--- config.mk ---
export PLATFORM = sky130hd
export DESIGN_NAME = nor_seq
export DESIGN_NICKNAME = d
export VERILOG_FILES = /design/src/rtl/nor_seq_pkg.sv /design/src/rtl/nor_bus_cycle.sv /design/src/rtl/nor_cmd_step.sv /design/src/rtl/nor_tmo_timer.sv /design/src/rtl/nor_seq.sv
export SDC_FILE = /design/constraint.sdc
export NUM_CORES = 1
export LEC_CHECK = 0
export BUFFER_PORTS_ARGS = -buffer_cell sky130_fd_sc_hd__buf_4
export CORE_MARGIN = 5
export CORE_UTILIZATION = 60
export DETAILED_ROUTE_END_ITERATION = 10
export PLACE_DENSITY_LB_ADDON = 0.05
export SETUP_SLACK_MARGIN = 0.05
export SLEW_MARGIN = 0
export SYNTH_ARGS = -nofsm -noshare
export SYNTH_HDL_FRONTEND = slang
export SYNTH_SLANG_ARGS = --single-unit
--- constraint.sdc ---
create_clock -name clk_i -period 4.2 [get_ports clk_i]
set_input_delay 0.84 -clock clk_i [delete_from_list [all_inputs] [get_ports clk_i]]
set_output_delay 0.84 -clock clk_i [all_outputs]
set_load 0.02 [all_outputs]
--- src/rtl/nor_seq_pkg.sv ---
package nor_seq_pkg;
  typedef enum logic [1:0] {RES_OK = 2'd0, RES_IOERR = 2'd1, RES_TMO = 2'd2} res_e;

  localparam logic [7:0] C_UNLK_A  = 8'hAA;
  localparam logic [7:0] C_UNLK_B  = 8'h55;
  localparam logic [7:0] C_PROG    = 8'hA0;
  localparam logic [7:0] C_ERASE   = 8'h80;
  localparam logic [7:0] C_RESET   = 8'hF0;
  localparam logic [7:0] C_RDSTAT  = 8'h70;
  localparam int         DONE_BIT  = 7;

  // second=0 -> first unlock address, second=1 -> second unlock address
  function automatic logic [11:0] unlock_adr(input logic compat, input logic second);
    if (compat) return second ? 12'h555 : 12'hAAA;
    else        return second ? 12'h2AA : 12'h555;
  endfunction
endpackage

--- src/rtl/nor_bus_cycle.sv ---
module nor_bus_cycle #(
  parameter int AW    = 12,
  parameter int DW    = 8,
  parameter int PULSE = 3
) (
  input  logic          clk_i,
  input  logic          rst_ni,
  input  logic          req_i,
  input  logic          wr_i,
  input  logic [AW-1:0] addr_i,
  input  logic [DW-1:0] wdata_i,
  output logic          ack_o,
  output logic [DW-1:0] rdata_o,
  output logic [AW-1:0] f_addr_o,
  output logic [DW-1:0] f_dq_o,
  input  logic [DW-1:0] f_dq_i,
  output logic          f_we_no,
  output logic          f_oe_no
);
  localparam int CW = $clog2(PULSE + 1);
  typedef enum logic [1:0] {B_IDLE, B_SETUP, B_STRB, B_HOLD} bst_e;

  bst_e          st;
  logic          wr_q;
  logic [CW-1:0] cnt;

  always_ff @(posedge clk_i or negedge rst_ni) begin
    if (!rst_ni) begin
      st <= B_IDLE; wr_q <= 1'b0; cnt <= '0; ack_o <= 1'b0;
      rdata_o <= '0; f_addr_o <= '0; f_dq_o <= '0;
      f_we_no <= 1'b1; f_oe_no <= 1'b1;
    end else begin
      ack_o <= 1'b0;
      case (st)
        B_IDLE: if (req_i) begin
          f_addr_o <= addr_i; f_dq_o <= wdata_i; wr_q <= wr_i; st <= B_SETUP;
        end
        B_SETUP: begin
          if (wr_q) f_we_no <= 1'b0; else f_oe_no <= 1'b0;
          cnt <= CW'(1); st <= B_STRB;
        end
        B_STRB: if (cnt == CW'(PULSE)) begin
          f_we_no <= 1'b1; f_oe_no <= 1'b1;
          if (!wr_q) rdata_o <= f_dq_i;
          st <= B_HOLD;
        end else cnt <= cnt + 1'b1;
        default: begin ack_o <= 1'b1; st <= B_IDLE; end
      endcase
    end
  end
endmodule

--- src/rtl/nor_cmd_step.sv ---
module nor_cmd_step #(
  parameter int AW     = 12,
  parameter int DW     = 8,
  parameter int SECT_W = 8
) (
  input  logic          erase_i,
  input  logic [2:0]    step_i,
  input  logic          compat_i,
  input  logic [AW-1:0] tgt_i,
  input  logic [AW-1:0] base_i,
  input  logic [DW-1:0] data_i,
  input  logic [7:0]    ecmd_i,
  output logic [AW-1:0] addr_o,
  output logic [DW-1:0] data_o,
  output logic          last_o
);
  import nor_seq_pkg::*;
  logic [AW-1:0] ua, ub;
  assign ua = AW'(unlock_adr(compat_i, 1'b0));
  assign ub = AW'(unlock_adr(compat_i, 1'b1));

  always_comb begin
    addr_o = ua; data_o = DW'(C_UNLK_A); last_o = 1'b0;
    if (!erase_i) begin
      case (step_i)
        3'd0:    begin addr_o = ua; data_o = DW'(C_UNLK_A); end
        3'd1:    begin addr_o = ub; data_o = DW'(C_UNLK_B); end
        3'd2:    begin addr_o = ua; data_o = DW'(C_PROG);   end
        default: begin addr_o = tgt_i; data_o = data_i; last_o = 1'b1; end
      endcase
    end else begin
      case (step_i)
        3'd0, 3'd3: begin addr_o = ua; data_o = DW'(C_UNLK_A); end
        3'd1, 3'd4: begin addr_o = ub; data_o = DW'(C_UNLK_B); end
        3'd2:       begin addr_o = ua; data_o = DW'(C_ERASE);  end
        default:    begin addr_o = base_i; data_o = DW'(ecmd_i); last_o = 1'b1; end
      endcase
    end
  end
endmodule

--- src/rtl/nor_tmo_timer.sv ---
module nor_tmo_timer #(
  parameter int TW = 16
) (
  input  logic          clk_i,
  input  logic          rst_ni,
  input  logic          clr_i,
  output logic [TW-1:0] cnt_o
);
  always_ff @(posedge clk_i or negedge rst_ni) begin
    if (!rst_ni)            cnt_o <= '0;
    else if (clr_i)         cnt_o <= '0;
    else if (~&cnt_o)       cnt_o <= cnt_o + 1'b1;
  end
endmodule

--- src/rtl/nor_seq.sv ---
module nor_seq #(
  parameter int AW         = 12,
  parameter int DW         = 8,
  parameter int SECT_W     = 8,
  parameter int WR_PULSE   = 3,
  parameter int TW         = 16,
  parameter int RECOV_CLKS = 8
) (
  input  logic                         clk_i,
  input  logic                         rst_ni,
  input  logic                         start_i,
  input  logic                         op_erase_i,
  input  logic [AW-1:0]                addr_i,
  input  logic [AW-1:0]                end_addr_i,
  input  logic [DW-1:0]                data_i,
  input  logic [TW-1:0]                tmo_i,
  input  logic                         compat_i,
  input  logic                         sr_poll_i,
  input  logic [7:0]                   erase_cmd_i,
  input  logic [(1<<(AW-SECT_W))-1:0]  protect_i,
  output logic                         busy_o,
  output logic                         done_o,
  output logic [1:0]                   status_o,
  output logic [AW-1:0]                f_addr_o,
  output logic [DW-1:0]                f_dq_o,
  input  logic [DW-1:0]                f_dq_i,
  output logic                         f_we_no,
  output logic                         f_oe_no
);
  import nor_seq_pkg::*;
  localparam int NW    = AW - SECT_W;
  localparam int NSECT = 1 << NW;

  typedef enum logic [3:0] {S_IDLE, S_CHK, S_SECT, S_CMD, S_PWR, S_PR1, S_PR2,
                            S_EVAL, S_RST, S_RWAIT, S_FIN} st_e;
  st_e st;

  logic             op_q, compat_q, sr_q, issued;
  logic [AW-1:0]    tgt_q;
  logic [DW-1:0]    dat_q, r1, r2, bus_rd;
  logic [TW-1:0]    tmo_q, tcnt;
  logic [7:0]       ecmd_q;
  logic [NSECT-1:0] prot_q;
  logic [NW:0]      cur_s, last_s;   // one spare bit so the range walk cannot wrap
  logic [2:0]       step;
  res_e             res_q;

  logic             bus_req, bus_wr, bus_ack, step_last, tclr, poll_busy;
  logic [AW-1:0]    bus_addr, step_addr, base;
  logic [DW-1:0]    bus_wd, step_data;

  assign base = op_q ? {cur_s[NW-1:0], {SECT_W{1'b0}}} : {tgt_q[AW-1:SECT_W], {SECT_W{1'b0}}};

  nor_cmd_step #(.AW(AW), .DW(DW), .SECT_W(SECT_W)) u_step (
    .erase_i(op_q), .step_i(step), .compat_i(compat_q), .tgt_i(tgt_q), .base_i(base),
    .data_i(dat_q), .ecmd_i(ecmd_q), .addr_o(step_addr), .data_o(step_data), .last_o(step_last));

  nor_bus_cycle #(.AW(AW), .DW(DW), .PULSE(WR_PULSE)) u_bus (
    .clk_i, .rst_ni, .req_i(bus_req), .wr_i(bus_wr), .addr_i(bus_addr), .wdata_i(bus_wd),
    .ack_o(bus_ack), .rdata_o(bus_rd), .f_addr_o, .f_dq_o, .f_dq_i, .f_we_no, .f_oe_no);

  nor_tmo_timer #(.TW(TW)) u_tmr (.clk_i, .rst_ni, .clr_i(tclr), .cnt_o(tcnt));

  assign tclr      = bus_ack && ((st == S_CMD && step_last) || st == S_RST);
  assign poll_busy = sr_q ? !r1[DONE_BIT] : (r1 != r2);

  always_comb begin
    bus_req = 1'b0; bus_wr = 1'b0; bus_addr = base; bus_wd = '0;
    case (st)
      S_CHK: begin bus_req = !issued; bus_addr = tgt_q; end
      S_CMD: begin bus_req = !issued; bus_wr = 1'b1; bus_addr = step_addr; bus_wd = step_data; end
      S_PWR: begin
        bus_req = !issued; bus_wr = 1'b1;
        bus_addr = AW'(unlock_adr(compat_q, 1'b0)); bus_wd = DW'(C_RDSTAT);
      end
      S_PR1, S_PR2: bus_req = !issued;
      S_RST: begin bus_req = !issued; bus_wr = 1'b1; bus_wd = DW'(C_RESET); end
      default: ;
    endcase
  end

  always_ff @(posedge clk_i or negedge rst_ni) begin
    if (!rst_ni) begin
      st <= S_IDLE; op_q <= 1'b0; compat_q <= 1'b0; sr_q <= 1'b0; issued <= 1'b0;
      tgt_q <= '0; dat_q <= '0; r1 <= '0; r2 <= '0; tmo_q <= '0; ecmd_q <= '0;
      prot_q <= '0; cur_s <= '0; last_s <= '0; step <= '0; res_q <= RES_OK;
      busy_o <= 1'b0; done_o <= 1'b0; status_o <= 2'd0;
    end else begin
      done_o <= 1'b0;
      if (bus_req) issued <= 1'b1;
      if (bus_ack) issued <= 1'b0;
      case (st)
        S_IDLE: if (start_i) begin
          op_q <= op_erase_i; tgt_q <= addr_i; dat_q <= data_i; tmo_q <= tmo_i;
          compat_q <= compat_i; sr_q <= sr_poll_i; ecmd_q <= erase_cmd_i; prot_q <= protect_i;
          cur_s <= {1'b0, addr_i[AW-1:SECT_W]}; last_s <= {1'b0, end_addr_i[AW-1:SECT_W]};
          step <= '0; busy_o <= 1'b1;
          st <= op_erase_i ? S_SECT : S_CHK;
        end
        S_CHK: if (bus_ack) begin
          if ((bus_rd & dat_q) != dat_q) begin res_q <= RES_IOERR; st <= S_FIN; end
          else st <= S_CMD;
        end
        S_SECT: begin
          step <= '0;
          if (cur_s > last_s)              begin res_q <= RES_OK; st <= S_FIN; end
          else if (prot_q[cur_s[NW-1:0]])  cur_s <= cur_s + 1'b1;
          else                             st <= S_CMD;
        end
        S_CMD: if (bus_ack) begin
          if (step_last) st <= sr_q ? S_PWR : S_PR1;
          else           step <= step + 1'b1;
        end
        S_PWR: if (bus_ack) st <= S_PR1;
        S_PR1: if (bus_ack) begin r1 <= bus_rd; st <= sr_q ? S_EVAL : S_PR2; end
        S_PR2: if (bus_ack) begin r2 <= bus_rd; st <= S_EVAL; end
        S_EVAL: begin
          if (!poll_busy) begin
            if (op_q) begin cur_s <= cur_s + 1'b1; st <= S_SECT; end
            else      begin res_q <= RES_OK; st <= S_FIN; end
          end else if (tcnt >= tmo_q) st <= S_RST;
          else                        st <= sr_q ? S_PWR : S_PR1;
        end
        S_RST:   if (bus_ack) st <= S_RWAIT;
        S_RWAIT: if (tcnt >= TW'(RECOV_CLKS)) begin res_q <= RES_TMO; st <= S_FIN; end
        default: begin
          busy_o <= 1'b0; done_o <= 1'b1; status_o <= res_q; st <= S_IDLE;
        end
      endcase
    end
  end
endmodule

==> Word level (Yosys, flattened, before mapping) <==
Index checks and enable logic that the tools add are counted.
{ "word_totals": {"register_bits": 154, "in_bits": 86, "output_inout_bits": 26, "word_cells": 194} }
{ "op_classes": {"addsub": 4, "order_cmp": 4, "eq_ne": 42, "mux": 73, "bitwise": 3, "n_reduce_logical": 39} }
{ "op_table": {"columns": ["cell", "n"], "rows": [
  ["$pmux W8 S3", 3],
  ["$mux W4", 15],
  ["$pmux W12 S2", 2],
  ["$pmux W4 S10", 1],
  ["$mux W12", 3],
  ["$pmux W12 S3", 1],
  ["$mux W16", 2],
  ["$ne A2 B2 Y1 const B", 15],
  ["$mux W5", 5],
  ["$mux W2", 10],
  ["$mux W1", 17],
  ["$add A16 B1 Y16 const B", 1],
  ["$eq A4 B3 Y1 const B", 4],
  ["$ge A16 B16 Y1", 1],
  ["$ge A16 B4 Y1 const B", 1],
  ["$ne A2 B1 Y1 const B", 8],
  ["$ne A8 B8 Y1", 2],
  ["$reduce_and A16 Y1", 1],
  ["$pmux W5 S3", 1],
  ["$reduce_and A2 Y1", 7],
  ["$reduce_or A3 Y1", 4],
  ["$mux W11", 1],
  ["$reduce_and A10 Y1", 1],
  ["$reduce_or A10 Y1", 1],
  ["41 further kinds", 58]
]} }

==> Longest topological paths before layout <==
Gate-level depths: netlist of the first run.
{ "depth": {"word_depth": 8, "mapped_depth": 11, "mapped_depth_nobuf": 9} }

==> Hierarchy <==
Synthesis of the first run repeated with hierarchy kept, for this count alone.
{ "hier_totals": {"hier_cells": 803, "area_unflattened_um2": 8727.1} }
{ "modules_own_cells": {"columns": ["mod", "n_inst", "cells_each", "area_each_um2", "seq_area_each_um2"], "rows": [
  ["nor_seq", 1, 492, 5514.0, 2552.4],
  ["nor_bus_cycle", 1, 107, 1569.0, 903.4],
  ["nor_tmo_timer", 1, 98, 912.1, 400.4],
  ["nor_cmd_step", 1, 106, 732.0, 0.0]
]} }

==> Worst setup path after synthesis of the first run <==
OpenSTA, ideal clock, no wires.
{ "synth_timing": {"path_kind": "reg2reg", "start": "register step[2]", "end": "register u_bus.f_addr_o[0]", "setup_ns": 0.126, "arrival_ns": 2.349, "t_required_ns": 4.074, "path_slack_ns": 1.725, "stages_incl_launch_ff": 11, "n_path_buf": 1, "synth_period_minus_slack_ns": 2.475, "cell_sequence": "dfrtp_1 -> clkbuf_1 -> clkinv_1 -> ha_1 -> or3_1 -> a21oi_1 -> nor3_1 -> mux2i_1 -> nor2b_1 -> or2_1 -> a221o_1"} }
{ "synth_between": {"elab_chain_len": 5, "word_cells_on_any_way": 12, "classes_between": "eq/ne: 4; mux: 4; reduce/logical: 4"} }
{ "synth_rtl": {"columns": ["element", "line", "rtl"], "rows": [
  ["start, declared", "nor_seq.sv:45", "logic [2:0] step;"],
  ["start signal, assigned", "nor_seq.sv:112", "else step <= step + 1'b1;"],
  ["$eq A3 B2 Y1 (tied with other cells)", "nor_cmd_step.sv:32", "case (step_i)"],
  ["$reduce_or A3 Y1 (no source line) (tied with other cells)", null, null],
  ["$pmux W12 S2, on equally long branches", "nor_cmd_step.sv:32, nor_cmd_step.sv:25", null],
  ["$mux W12 (*)", "nor_cmd_step.sv:24", "if (!erase_i) begin"],
  ["$pmux W12 S3 (*)", "nor_seq.sv:69", "case (st)"],
  ["end signal, assigned", "nor_bus_cycle.sv:30", "rdata_o <= '0; f_addr_o <= '0; f_dq_o <= '0;"],
  ["end signal, assigned", "nor_bus_cycle.sv:36", "f_addr_o <= addr_i; f_dq_o <= wdata_i; wr_q <= wr_i; st <= B_SETUP;"],
  ["end, declared", "nor_bus_cycle.sv:14", "output logic [AW-1:0] f_addr_o,"]
]} }
Every way passes the cells marked *; elsewhere a longest branch is shown, timed or not.
A chain may end at the register's enable or synchronous reset.

==> Worst setup path in the final report of the first run <==
{ "layout_timing": {"start": "register st[1]", "end": "register u_bus.f_addr_o[5]"} }
{ "layout_between": {"elab_chain_len": 4, "word_cells_on_any_way": 10, "classes_between": "eq/ne: 6; mux: 2; reduce/logical: 2"} }
{ "layout_rtl": {"columns": ["element", "line", "rtl"], "rows": [
  ["start, declared", "nor_seq.sv:36", "st_e st;"],
  ["start signal, assigned", "nor_seq.sv:98", "st <= op_erase_i ? S_SECT : S_CHK;"],
  ["start signal, assigned", "nor_seq.sv:111", "if (step_last) st <= sr_q ? S_PWR : S_PR1;"],
  ["start signal, assigned", "nor_seq.sv:115", "S_PR1: if (bus_ack) begin r1 <= bus_rd; st <= sr_q ? S_EVAL : S_PR2; end"],
  ["$eq A4 B2 Y1 (tied with other cells)", "nor_seq.sv:69", null],
  ["$reduce_or A6 Y1 (no source line)", null, null],
  ["$mux W1", null, null],
  ["$reduce_and A2 Y1 (no source line)", null, null]
]} }
Several ways; a longest one is shown, not always the timed one.

==> results.md, run 1 <==
## Drt
- 0 — remaining antenna violation count
- 19.2 um — routed wire length per instance
- 6.08 — ratio of routed vias to standard cells
- 6444 — total number of vias
- 550 — drt first-iter violations
- 20300 um — final wirelength
- 0 — total DRC errors in the routed layout
- 5 — drt first pass iters

## STA
- 0 ns — setup TNS after final layout
- false — RSZ-0062 raised after global routing
- 31.8% — Slew Limit Headroom
- 0 — final number of hold-violating endpoints
- 0 — final setup vio count
- 1.02 ns — worst slew pin tran
- 318 MHz — maximum clock rate
- 0.0110 ns — Fin Clk Skew
- 0 — max-slew violation count
- 0.397 ns — worst hold slack
- 74.8% — post-route clock period utilization
- 3.14 ns — min cycle time layout

## Worst setup path
- 28 — CP Max Fanout
- flip-flop to flip-flop — Setup Crit Path Kind
- flip-flop — nature of the critical path endpoint
- 6 — path depth of the worst reg2reg path
- 3.43 ns — signal arrival time at the worst endpoint
- flip-flop — kind of start point of the critical path
- 4.49 ns — data required time at the worst endpoint

## Clock tree
- 0 — number of buffers added to fix hold violations after cts
- 4 — number of H-tree levels
- 2 — clock buffer depth
- 0 — number of setup buffers added after CTS
- built — CTS tree
- 0.43 ns — later-pin clock latency in the skew report
- sky130_fd_sc_hd__clkbuf_16 — clock tree root buffer cell
- 0 — count of cells resized by post-cts repair
- 17 — Inserted Clock Buffers
- 0.07 ns — CTS clk-pin slew, worst paths
- 154 — clock sink total

## Floorplanning
- 61.5% — Starting Density
- 127 um — die height
- 112 — io pins
- 16100 sq um — full die area
- 13300 sq um — Core Region
- 127 um — die width
- 42 — standard-cell rows

## Min path
- primary input to async pin — path class of the lowest-slack min-delay path

## GRT
- 6634 — number of global-route vias before repair
- 33500 um — global-route wire length before repair
- 0 — antenna violations before repair
- 0 — overflow left after global routing
- 26.3% — overall fraction of global-route tracks in use
- 71 — largest net degree at the start of global routing

## Synth
- 2.24% — parity-gate share of the synthesized area counting xor and xnor cells
- 0 — EDFF count, synth
- 46.4% — fraction of post-synthesis cell area in the top cell type by area
- 8200 sq um — area of the mapped netlist
- 76 — post-synth cell types
- 898 — total nets after synthesis
- 154 — number of synthesized register bits
- multiplexers — main combinational cell family by area after synthesis
- 5.19% — synthesized-area fraction occupied by adder cells
- 10.5 sq um — Avg Inst Size Synth
- sky130_fd_sc_hd__dfrtp_1 (46%), sky130_fd_sc_hd__mux2_2 (13%), sky130_fd_sc_hd__ha_1 (5.2%) — most area-consuming cells after synthesis
- 15.8% — post-synthesis mux area share
- sky130_fd_sc_hd__dfrtp_1 — top cell type by total area after synthesis
- 778 — Syn Inst Count
- 47.0% — sequential share of the synthesized area
- sky130_fd_sc_hd__dfrtp_1 — most frequently used flop master after synthesis
- 12.8% — post-synthesis share of cell area spent on and, or, nand and nor gates
- 13.2% — complex-gate fraction of the synthesized area
- 0 — Synthesis Warnings
- 100% — fraction of registers with async set/reset

## Finish
- 28.6% — fraction of final layout cells with drive strength greater than 1
- 991 — number of nets in the layout
- 0 — count of antenna diodes in the layout
- 9760 sq um — final instance area
- 996 — fill cell count
- 18.9% — synthesis-to-layout area growth
- 4050 sq um — footprint of the multi-input gates
- 3860 sq um — register cell area after layout

## Power
- 7500 uW — Total Power Consumption
- 37.2% — share of power burned in registers
- 21.9% — clock share of power
- 4570 uW — P_int
- 513 uV — maximum resistive drop on vdd
- 41.0% — power share of the combinational group
- 769 nW/um^2 — Power Dens Cells
- 39.1% — switching share of total power
- 2930 uW — net switching power figure
- 0.00454 uW — Static Leakage

## Placement
- 9120 sq um — Post-Place Cell Area
- 14300 um — placed wire-length estimate after detailed placement
- 103 — port buffer count
- 0.877 — routability-driven placement congestion ratio

## Run status
- finished, final reports clean — status

## Job
- 0 — max-cap violations

==> area by class of cell <==
type / count / area share, %
inverter: 43 / 1.65
multi-input combinational: 546 / 41.5
sequential: 154 / 39.5
tap: 176 / 2.26
clock inverter: 13 / 1.86
timing repair buffer: 109 / 8.55
clock buffer: 19 / 4.64
==> layer usage <==
metal	global-route usage (%)	vias up	part of all wire, %	wire length (um)
li1	-	2975	-	-
met1	34.0	3190	41	8340
met2	43.3	246	49	10000
met3	6.68	33	7.3	1480
met4	8.96	0	2.3	463
met5	0	-	0	0
==> power groups by stage <==
stage | logic (uW) | clock network (uW) | registers (uW)
after floorplan | 2250 | 0 | 2590
after global placement | 2880 | 0 | 2750
after detailed placement | 3020 | 0 | 2790
after CTS | 3080 | 1660 | 2780
after global routing | 3420 | 1730 | 2870
final | 3070 | 1640 | 2790
==> final timing paths <==
path | start | end | slack [ns]
setup / recovery | st[1]$_DFFE_PN0P_ | u_bus.f_addr_o[5]$_DFFE_PN0P_ | 1.06
hold reg to reg | busy_o$_DFFE_PN0P_ | busy_o$_DFFE_PN0P_ | 0.49
setup reg to reg | st[1]$_DFFE_PN0P_ | u_bus.f_addr_o[5]$_DFFE_PN0P_ | 1.06
hold / removal | rst_ni | ecmd_q[2]$_DFFE_PN0P_ | 0.40
max in group asynchronous | rst_ni | u_bus.f_we_no$_DFFE_PN1P_ | 3.04
min in group clk_i | busy_o$_DFFE_PN0P_ | busy_o$_DFFE_PN0P_ | 0.49
==> cells by family after synthesis <==
kind of cell | Yosys count
xor gates and xnor gates | 21
adders and majority gates | 34
buffers and inverters | 78
DFF | 154
muxes | 110
AOI/OAI and AO/OA | 163
and+or+nand+nor | 218
==> cells in the final DEF, fill, tap and decap left out, types with 4 or more instances in the layout <==
master / synthesis / layout
sky130_fd_sc_hd__a21o_1: 9 / 9
sky130_fd_sc_hd__a21oi_1: 50 / 50
sky130_fd_sc_hd__a221oi_1: 4 / 4
sky130_fd_sc_hd__a31oi_1: 12 / 12
sky130_fd_sc_hd__buf_4: 0 / 107
sky130_fd_sc_hd__clkbuf_16: 0 / 17
sky130_fd_sc_hd__dfrtp_1: 152 / 152
sky130_fd_sc_hd__ha_1: 34 / 34
sky130_fd_sc_hd__inv_1: 41 / 41
sky130_fd_sc_hd__mux2_2: 94 / 94
sky130_fd_sc_hd__mux2i_1: 8 / 8
sky130_fd_sc_hd__mux4_1: 4 / 4
sky130_fd_sc_hd__nand2_1: 65 / 65
sky130_fd_sc_hd__nand2b_1: 13 / 13
sky130_fd_sc_hd__nand3_1: 12 / 11
sky130_fd_sc_hd__nand4_1: 8 / 8
sky130_fd_sc_hd__nor2_1: 57 / 57
sky130_fd_sc_hd__nor2b_1: 7 / 7
sky130_fd_sc_hd__nor3_1: 27 / 27
sky130_fd_sc_hd__o21ai_0: 26 / 26
sky130_fd_sc_hd__o21ai_1: 7 / 7
sky130_fd_sc_hd__o21bai_1: 5 / 5
sky130_fd_sc_hd__o22ai_1: 4 / 4
sky130_fd_sc_hd__o311ai_0: 6 / 6
sky130_fd_sc_hd__o31ai_1: 5 / 5
sky130_fd_sc_hd__or3_1: 6 / 6
sky130_fd_sc_hd__xnor2_1: 11 / 11
sky130_fd_sc_hd__xor2_1: 10 / 10
==> per-stage QoR <==
| step | util (%) | worst slack (ns) | instances |
|---|---|---|---|
| floorplan | - | 1.72 | 778 |
| global placement | 68.3 | 1.24 | 1028 |
| detailed placement | 68.3 | 1.13 | 1028 |
| CTS | 73.1 | 1.09 | 1060 |
| global route | 73.1 | 0.817 | 1060 |
| finish | 73.1 | 1.06 | 1060 |
==> registers in the layout, summed over array words and instances, names as in the netlist, 3 cells and up <==
register	count
dat_q	8
prot_q	16
r1	8
tmo_q	16
tgt_q	12
ecmd_q	8
st	4
step	3
u_tmr.cnt_o	16
u_bus.f_dq_o	8
u_bus.f_addr_o	12
last_s	4
cur_s	5
r2	8
u_bus.rdata_o	8
==> Yosys cell counts (4+ instances only) <==
cell type	number
sky130_fd_sc_hd__o21bai_1	5
sky130_fd_sc_hd__dfrtp_1	152
sky130_fd_sc_hd__nand4_1	8
sky130_fd_sc_hd__buf_2	6
sky130_fd_sc_hd__ha_1	34
sky130_fd_sc_hd__or3_1	6
sky130_fd_sc_hd__xnor2_1	11
sky130_fd_sc_hd__a31oi_1	12
sky130_fd_sc_hd__clkbuf_1	26
sky130_fd_sc_hd__mux2_2	94
sky130_fd_sc_hd__nand2_1	65
sky130_fd_sc_hd__o31ai_1	5
sky130_fd_sc_hd__mux4_1	4
sky130_fd_sc_hd__a21oi_1	50
sky130_fd_sc_hd__xor2_1	10
sky130_fd_sc_hd__inv_1	41
sky130_fd_sc_hd__nor3_1	27
sky130_fd_sc_hd__o311ai_0	6
sky130_fd_sc_hd__a221oi_1	4
sky130_fd_sc_hd__nand3_1	12
sky130_fd_sc_hd__o21ai_1	7
sky130_fd_sc_hd__a21o_1	9
sky130_fd_sc_hd__nor2b_1	7
sky130_fd_sc_hd__o22ai_1	4
sky130_fd_sc_hd__nor2_1	57
sky130_fd_sc_hd__nand2b_1	13
sky130_fd_sc_hd__o21ai_0	26
sky130_fd_sc_hd__mux2i_1	8
==> worst max-delay path, cell delays in order, from the launching register on <==
cell and delay (ns):
sky130_fd_sc_hd__dfrtp_1 0.61, sky130_fd_sc_hd__or4b_1 0.68, sky130_fd_sc_hd__o31a_1 0.22, sky130_fd_sc_hd__nor2_1 0.19
sky130_fd_sc_hd__nand2_1 0.61, sky130_fd_sc_hd__a211oi_2 0.55, sky130_fd_sc_hd__a21oi_1 0.13
Note: power is estimated with default switching activity, not from simulation.
==> inputs of run 2 (changes only) <==
--- a/config.mk
+++ b/config.mk
@@ -5,9 +5,10 @@
 export SDC_FILE = /design/constraint.sdc
 export NUM_CORES = 1
 export LEC_CHECK = 0
+export ABC_AREA = 1
 export BUFFER_PORTS_ARGS = -buffer_cell sky130_fd_sc_hd__buf_4
 export CORE_MARGIN = 5
-export CORE_UTILIZATION = 60
+export CORE_UTILIZATION = 58
 export DETAILED_ROUTE_END_ITERATION = 10
 export PLACE_DENSITY_LB_ADDON = 0.05
 export SETUP_SLACK_MARGIN = 0.05
==> constraint.sdc (replaced) <==
create_clock -name clk_i -period 3.01 [get_ports clk_i]
set_input_delay 0.602 -clock clk_i [delete_from_list [all_inputs] [get_ports clk_i]]
set_output_delay 0.602 -clock clk_i [all_outputs]
set_load 0.02 [all_outputs]
==> results.md, run 2 <==
## Finish
- 14.6% — fraction of final layout cells with drive strength greater than 1
- 17.8% — synthesis-to-layout area growth
- sky130_fd_sc_hd__nand2_1 — most common library cell in the layout ignoring fill and taps
- 1256 — fill cell count
- sky130_fd_sc_hd__nand2_1 (354), sky130_fd_sc_hd__dfrtp_1 (152), sky130_fd_sc_hd__inv_1 (149) — most used cells in the layout excluding fill and tap cells
- 1333 — number of nets in the layout
- 0 — count of antenna diodes in the layout
- prot_q x16, tmo_q x16, u_tmr.cnt_o x16 — registers with the most flip-flops

## Run status
- finished, final reports clean — status

## Clock tree
- 0.06 ns — CTS clk-pin slew, worst paths
- built — CTS tree
- sky130_fd_sc_hd__clkbuf_16 — clock tree root buffer cell
- 2 — clock buffer depth
- 0 — count of cells resized by post-cts repair
- 4 — number of H-tree levels
- 0 — number of setup buffers added after CTS
- 0 — number of buffers added to fix hold violations after cts
- 154 — clock sink total
- 17 — Inserted Clock Buffers
- 0.43 ns — later-pin clock latency in the skew report

## GRT
- 24.2% — overall fraction of global-route tracks in use
- 0 — antenna violations before repair
- 0 — overflow left after global routing
- 32700 um — global-route wire length before repair
- 69 — largest net degree at the start of global routing
- 6745 — number of global-route vias before repair

## Power
- 19.2% — clock share of power
- 0.00519 uW — Static Leakage
- 11100 uW — Total Power Consumption
- 32.3% — share of power burned in registers
- 48.5% — power share of the combinational group
- 651 uV — maximum resistive drop on vdd
- 1110 nW/um^2 — Power Dens Cells
- 44.6% — switching share of total power
- 6150 uW — P_int
- 4960 uW — net switching power figure

## Floorplanning
- 44 — standard-cell rows
- 112 — io pins
- 14400 sq um — Core Region
- 131 um — die width
- 58.6% — Starting Density
- 131 um — die height
- 17100 sq um — full die area

## Placement
- 0.803 ns — pre-CTS setup slack
- 15000 um — placed wire-length estimate after detailed placement
- 0.926 — routability-driven placement congestion ratio
- 103 — port buffer count

## Synth
- 8460 sq um — area of the mapped netlist
- 7.60 sq um — Avg Inst Size Synth
- 154 — number of synthesized register bits
- sky130_fd_sc_hd__nand2_1 — cell with the most instances after synthesis
- sky130_fd_sc_hd__nand2_1 (354), sky130_fd_sc_hd__dfrtp_1 (152), sky130_fd_sc_hd__inv_1 (149) — commonest cells in the synthesized netlist
- sky130_fd_sc_hd__dfrtp_1 — top cell type by total area after synthesis
- 44 — post-synth cell types
- 45.0% — fraction of post-synthesis cell area in the top cell type by area
- 1233 — total nets after synthesis
- 45.6% — sequential share of the synthesized area
- 100% — fraction of registers with async set/reset
- 1113 — Syn Inst Count
- sky130_fd_sc_hd__dfrtp_1 — most frequently used flop master after synthesis
- 0 — EDFF count, synth
- 0 — Synthesis Warnings
- sky130_fd_sc_hd__dfrtp_1 (45%), sky130_fd_sc_hd__nand2_1 (16%), sky130_fd_sc_hd__inv_1 (6.6%) — most area-consuming cells after synthesis

## STA
- false — RSZ-0062 raised after global routing
- 0.601 ns — worst slew pin tran
- 451 MHz — maximum clock rate
- 0.791 ns — worst setup margin
- 0 — final number of hold-violating endpoints
- 0 — final setup vio count
- 59.8% — Slew Limit Headroom
- 0 — max-slew violation count
- 2.22 ns — min cycle time layout
- 0 ns — setup TNS after final layout
- 73.7% — post-route clock period utilization
- 0.00752 ns — Fin Clk Skew

## Worst setup path
- flip-flop to flip-flop — Setup Crit Path Kind
- 22 — CP Max Fanout
- 3.36 ns — data required time at the worst endpoint
- 2.57 ns — signal arrival time at the worst endpoint
- flip-flop — kind of start point of the critical path
- flip-flop — nature of the critical path endpoint

## Drt
- 556 — drt first-iter violations
- 5.27 — ratio of routed vias to standard cells
- 20100 um — final wirelength
- 0 — remaining antenna violation count
- 5 — drt first pass iters
- 0 — total DRC errors in the routed layout
- 14.3 um — routed wire length per instance
- 7426 — total number of vias

## Min path
- primary input to async pin — path class of the lowest-slack min-delay path

## Job
- 0 — max-cap violations

## run 2: final timing paths
check                      cells after the start                         to                    from  slack [ns]
min in group clk_i                             3      prot_q[7]$_DFFE_PN0P_            protect_i[7]        0.37
hold reg to reg                                2     prot_q[11]$_DFFE_PN0P_  prot_q[11]$_DFFE_PN0P_        0.47
hold / removal                                 1          r1[2]$_DFFE_PN0P_                  rst_ni        0.12
setup reg to reg                               8       dat_q[7]$_DFFE_PN0P_       st[2]$_DFFE_PN0P_        0.79
max in group asynchronous                      2  u_bus.f_we_no$_DFFE_PN1P_                  rst_ni        2.06
setup / recovery                               8       dat_q[7]$_DFFE_PN0P_       st[2]$_DFFE_PN0P_        0.79
## run 2: area by class of cell
class | instances | area, sq um | area share, %
sequential | 154 | 3860 | 38.7
inverter | 160 | 606 | 6.08
multi-input combinational | 769 | 3810 | 38.2
timing repair buffer | 111 | 875 | 8.78
clock inverter | 10 | 116 | 1.17
clock buffer | 21 | 470 | 4.72
tap | 184 | 230 | 2.31
## run 2: layer usage
layer | GRT usage, % | part of all wire (%) | vias to the layer above
met1 | 34.1 | 46 | 3402
met3 | 4.76 | 6.0 | 26
met2 | 38.0 | 46 | 225
met5 | 0 | 0 | -
li1 | - | - | 3773
met4 | 7.74 | 1.6 | 0
## run 2: kinds of logic after synthesis
family / count (synthesis) / synth area share (%)
AO/OA/AOI/OAI: 204 / 13.5
XOR/XNOR: 6 / 0.621
adder cells (fa/ha/maj): 34 / 5.03
buffers and inverters: 190 / 9.41
flip-flops: 154 / 45.6
AND/OR/NAND/NOR: 525 / 25.9
## run 2: worst max-delay path: stages, from the launching register on
cell                      delay, ns
sky130_fd_sc_hd__dfrtp_1       0.44
sky130_fd_sc_hd__nand2_2       0.17
sky130_fd_sc_hd__nor2_4        0.08
sky130_fd_sc_hd__nor2_2        0.44
sky130_fd_sc_hd__inv_2         0.13
sky130_fd_sc_hd__nor2_4        0.37
sky130_fd_sc_hd__buf_4         0.33
sky130_fd_sc_hd__nand2_1       0.09
sky130_fd_sc_hd__o21ai_1       0.08
## run 2: power by group through the flow
stage          combinational (uW)  sequential [uW]  clock [uW]
3_3_place_gp                 5230             3590           0
5_1_grt                      6130             3690        2240
6_report                     5390             3590        2130
3_5_place_dp                 5340             3610           0
4_1_cts                      5390             3580        2160
2_1_floorplan                4000             3580           0
## run 2: per-stage QoR
stage / hold slack, ns / util, % / std cells / area [sq um]
2_1_floorplan: 0.306 / - / 1113 / 8460
3_3_place_gp: 0.456 / 65.0 / 1378 / 9380
3_5_place_dp: 0.462 / 65.0 / 1378 / 9380
4_1_cts: 0.136 / 69.1 / 1409 / 9960
5_1_grt: 0.149 / 69.1 / 1409 / 9960
6_report: 0.116 / 69.1 / 1409 / 9960
==> inputs of run 3 (changes only) <==
--- a/config.mk
+++ b/config.mk
@@ -8,7 +8,7 @@
 export ABC_AREA = 1
 export BUFFER_PORTS_ARGS = -buffer_cell sky130_fd_sc_hd__buf_4
 export CORE_MARGIN = 5
-export CORE_UTILIZATION = 58
+export CORE_UTILIZATION = 53
 export DETAILED_ROUTE_END_ITERATION = 10
 export PLACE_DENSITY_LB_ADDON = 0.05
 export SETUP_SLACK_MARGIN = 0.05
==> constraint.sdc (replaced) <==
create_clock -name clk_i -period 1.9 [get_ports clk_i]
set_input_delay 0.38 -clock clk_i [delete_from_list [all_inputs] [get_ports clk_i]]
set_output_delay 0.38 -clock clk_i [all_outputs]
set_load 0.02 [all_outputs]
==> results.md, run 3 (same netlist as run 2, synthesis figures left out) <==
## Placement
- 0.883 — routability-driven placement congestion ratio
- 103 — port buffer count
- 9820 sq um — Post-Place Cell Area
- 1456 — Inst Count DP
- -0.00982 ns — pre-CTS setup slack
- 15800 um — placed wire-length estimate after detailed placement

## Drt
- 0 — remaining antenna violation count
- 7845 — total number of vias
- 0 — total DRC errors in the routed layout
- 14.9 um — routed wire length per instance
- 500 — drt first-iter violations
- 5 — drt first pass iters
- 22500 um — final wirelength
- 5.18 — ratio of routed vias to standard cells

## Finish
- 11100 sq um — final instance area
- 1405 — number of nets in the layout
- sky130_fd_sc_hd__nand2_1 (326), sky130_fd_sc_hd__buf_4 (161), sky130_fd_sc_hd__dfrtp_1 (143) — most used cells in the layout excluding fill and tap cells
- 0 — count of antenna diodes in the layout
- 31.8% — synthesis-to-layout area growth
- 1295 — fill cell count
- 4170 sq um — footprint of the multi-input gates
- prot_q x16, tmo_q x16, u_tmr.cnt_o x16 — registers with the most flip-flops
- sky130_fd_sc_hd__nand2_1 — most common library cell in the layout ignoring fill and taps
- 3870 sq um — register cell area after layout
- 26.1% — fraction of final layout cells with drive strength greater than 1
- 1514 — Final Non-Filler Cells

## Clock tree
- built — CTS tree
- 17 — Inserted Clock Buffers
- 154 — clock sink total
- sky130_fd_sc_hd__clkbuf_16 — clock tree root buffer cell
- 0.43 ns — later-pin clock latency in the skew report
- 2 — clock buffer depth
- 4 — number of H-tree levels
- 0.06 ns — CTS clk-pin slew, worst paths

## Worst setup path
- 1 — worst path bufs/invs
- sky130_fd_sc_hd__nand3_1 — most frequent cell on the critical path
- simple AND/OR/NAND/NOR gates — kind of cell with the highest combined delay on the critical path
- 5 — CP Max Fanout
- flip-flop — kind of start point of the critical path
- 0.40 ns — delay of the slowest cell on the worst path
- r1[7]$_DFFE_PN0P_ — startpoint of the worst register-to-register path
- flip-flop — nature of the critical path endpoint
- flip-flop to flip-flop — Setup Crit Path Kind
- 2.24 ns — data required time at the worst endpoint
- 2.19 ns — signal arrival time at the worst endpoint
- sky130_fd_sc_hd__dfrtp_1 — highest-delay cell along the critical path
- r1[7]$_DFFE_PN0P_ — Crit. Startpoint
- inv_1 -> nor2_1 -> nor3_1 -> nand3_1 -> nand3_1 -> nand2_1 -> nor2_4 -> nand2_2 -> o21ai_2 — crit-path cells

## STA
- 542 MHz — maximum clock rate
- 0 — final number of hold-violating endpoints
- 0.516 ns — worst slew pin tran
- 0 — max-slew violation count
- 0.00952 ns — Fin Clk Skew
- 0 ns — setup TNS after final layout
- 65.6% — Slew Limit Headroom
- 0.0545 ns — worst setup margin
- 97.1% — post-route clock period utilization
- 0 — final setup vio count
- 1.85 ns — min cycle time layout
- true — RSZ-0062 raised after global routing

## Floorplanning
- 18600 sq um — full die area
- 112 — io pins
- 15800 sq um — Core Region
- 136 um — die width
- 136 um — die height
- 53.6% — Starting Density
- 46 — standard-cell rows

## Power
- 1870 nW/um^2 — Power Dens Cells
- 20800 uW — Total Power Consumption
- 0.00564 uW — Static Leakage
- 967 uV — maximum resistive drop on vdd

## Job
- 0 — max-cap violations

## Min path
- primary input to flip-flop — path class of the lowest-slack min-delay path
- protect_i[7] — startpoint of the lowest-slack hold path

## GRT
- 0 — antenna violations before repair
- 7215 — number of global-route vias before repair
- 58 — largest net degree at the start of global routing
- 23.6% — overall fraction of global-route tracks in use
- 34900 um — global-route wire length before repair
- 0 — overflow left after global routing

## Run status
- finished, final reports clean — status

-- run 3: worst paths after layout --
| kind | cells after the start | slack (ns) | to |
|---|---|---|---|
| worst max-delay path | 9 | 0.05 | cur_s[0]$_DFFE_PN0P_ |
| max in group asynchronous | 3 | 0.80 | st[1]$_DFFE_PN0P_ |
| min in group asynchronous | 2 | 0.42 | r2[5]$_DFFE_PN0P_ |
| worst min-delay path | 3 | 0.15 | prot_q[7]$_DFFE_PN0P_ |
| worst max register to register | 9 | 0.05 | cur_s[0]$_DFFE_PN0P_ |
| worst min register to register | 2 | 0.47 | status_o[1]$_DFFE_PN0P_ |
-- run 3: per-layer routing --
layer | share of wire [%] | global-route usage, %
met5 | 0 | 0
met4 | 1.8 | 7.61
met3 | 6.0 | 4.55
met2 | 47 | 36.9
met1 | 45 | 33.3
-- run 3: where the power goes --
| part | switching, uW | internal [uW] |
|---|---|---|
| sequential | 964 | 4750 |
| clock | 1340 | 2270 |
| combinational | 6700 | 4790 |
-- run 3: final cells by class --
class | instances | area share [%]
multi-input combinational | 771 | 37.4
sequential | 154 | 34.7
clock buffer | 21 | 4.13
inverter | 160 | 5.61
timing repair buffer | 181 | 14.2
clock inverter | 11 | 1.50
tap | 216 | 2.43
-- run 3: through the flow --
| step | util (%) | hold WS [ns] |
|---|---|---|
| 3_3_place_gp | 62.3 | 0.309 |
| 6_report | 70.7 | 0.151 |
| 5_1_grt | 70.7 | 0.142 |
| 2_1_floorplan | - | 0.0844 |
| 4_1_cts | 66.8 | 0.140 |
| 3_5_place_dp | 62.3 | 0.311 |
-- run 3: what timing repair did --
action,in CTS,in global routing
endpoints found under the hold margin,34,0
resized for setup,16,110
pin swaps,4,37
buffers inserted,1,15
cloned,2,7
endpoints found under the setup margin,22,116
hold buffers,1,0
-- run 3: tightest hold or removal path, cell delays in order --
cell	delay [ns]
sky130_fd_sc_hd__buf_4	0.07
sky130_fd_sc_hd__nand2_1	0.04
sky130_fd_sc_hd__nand2_1	0.05
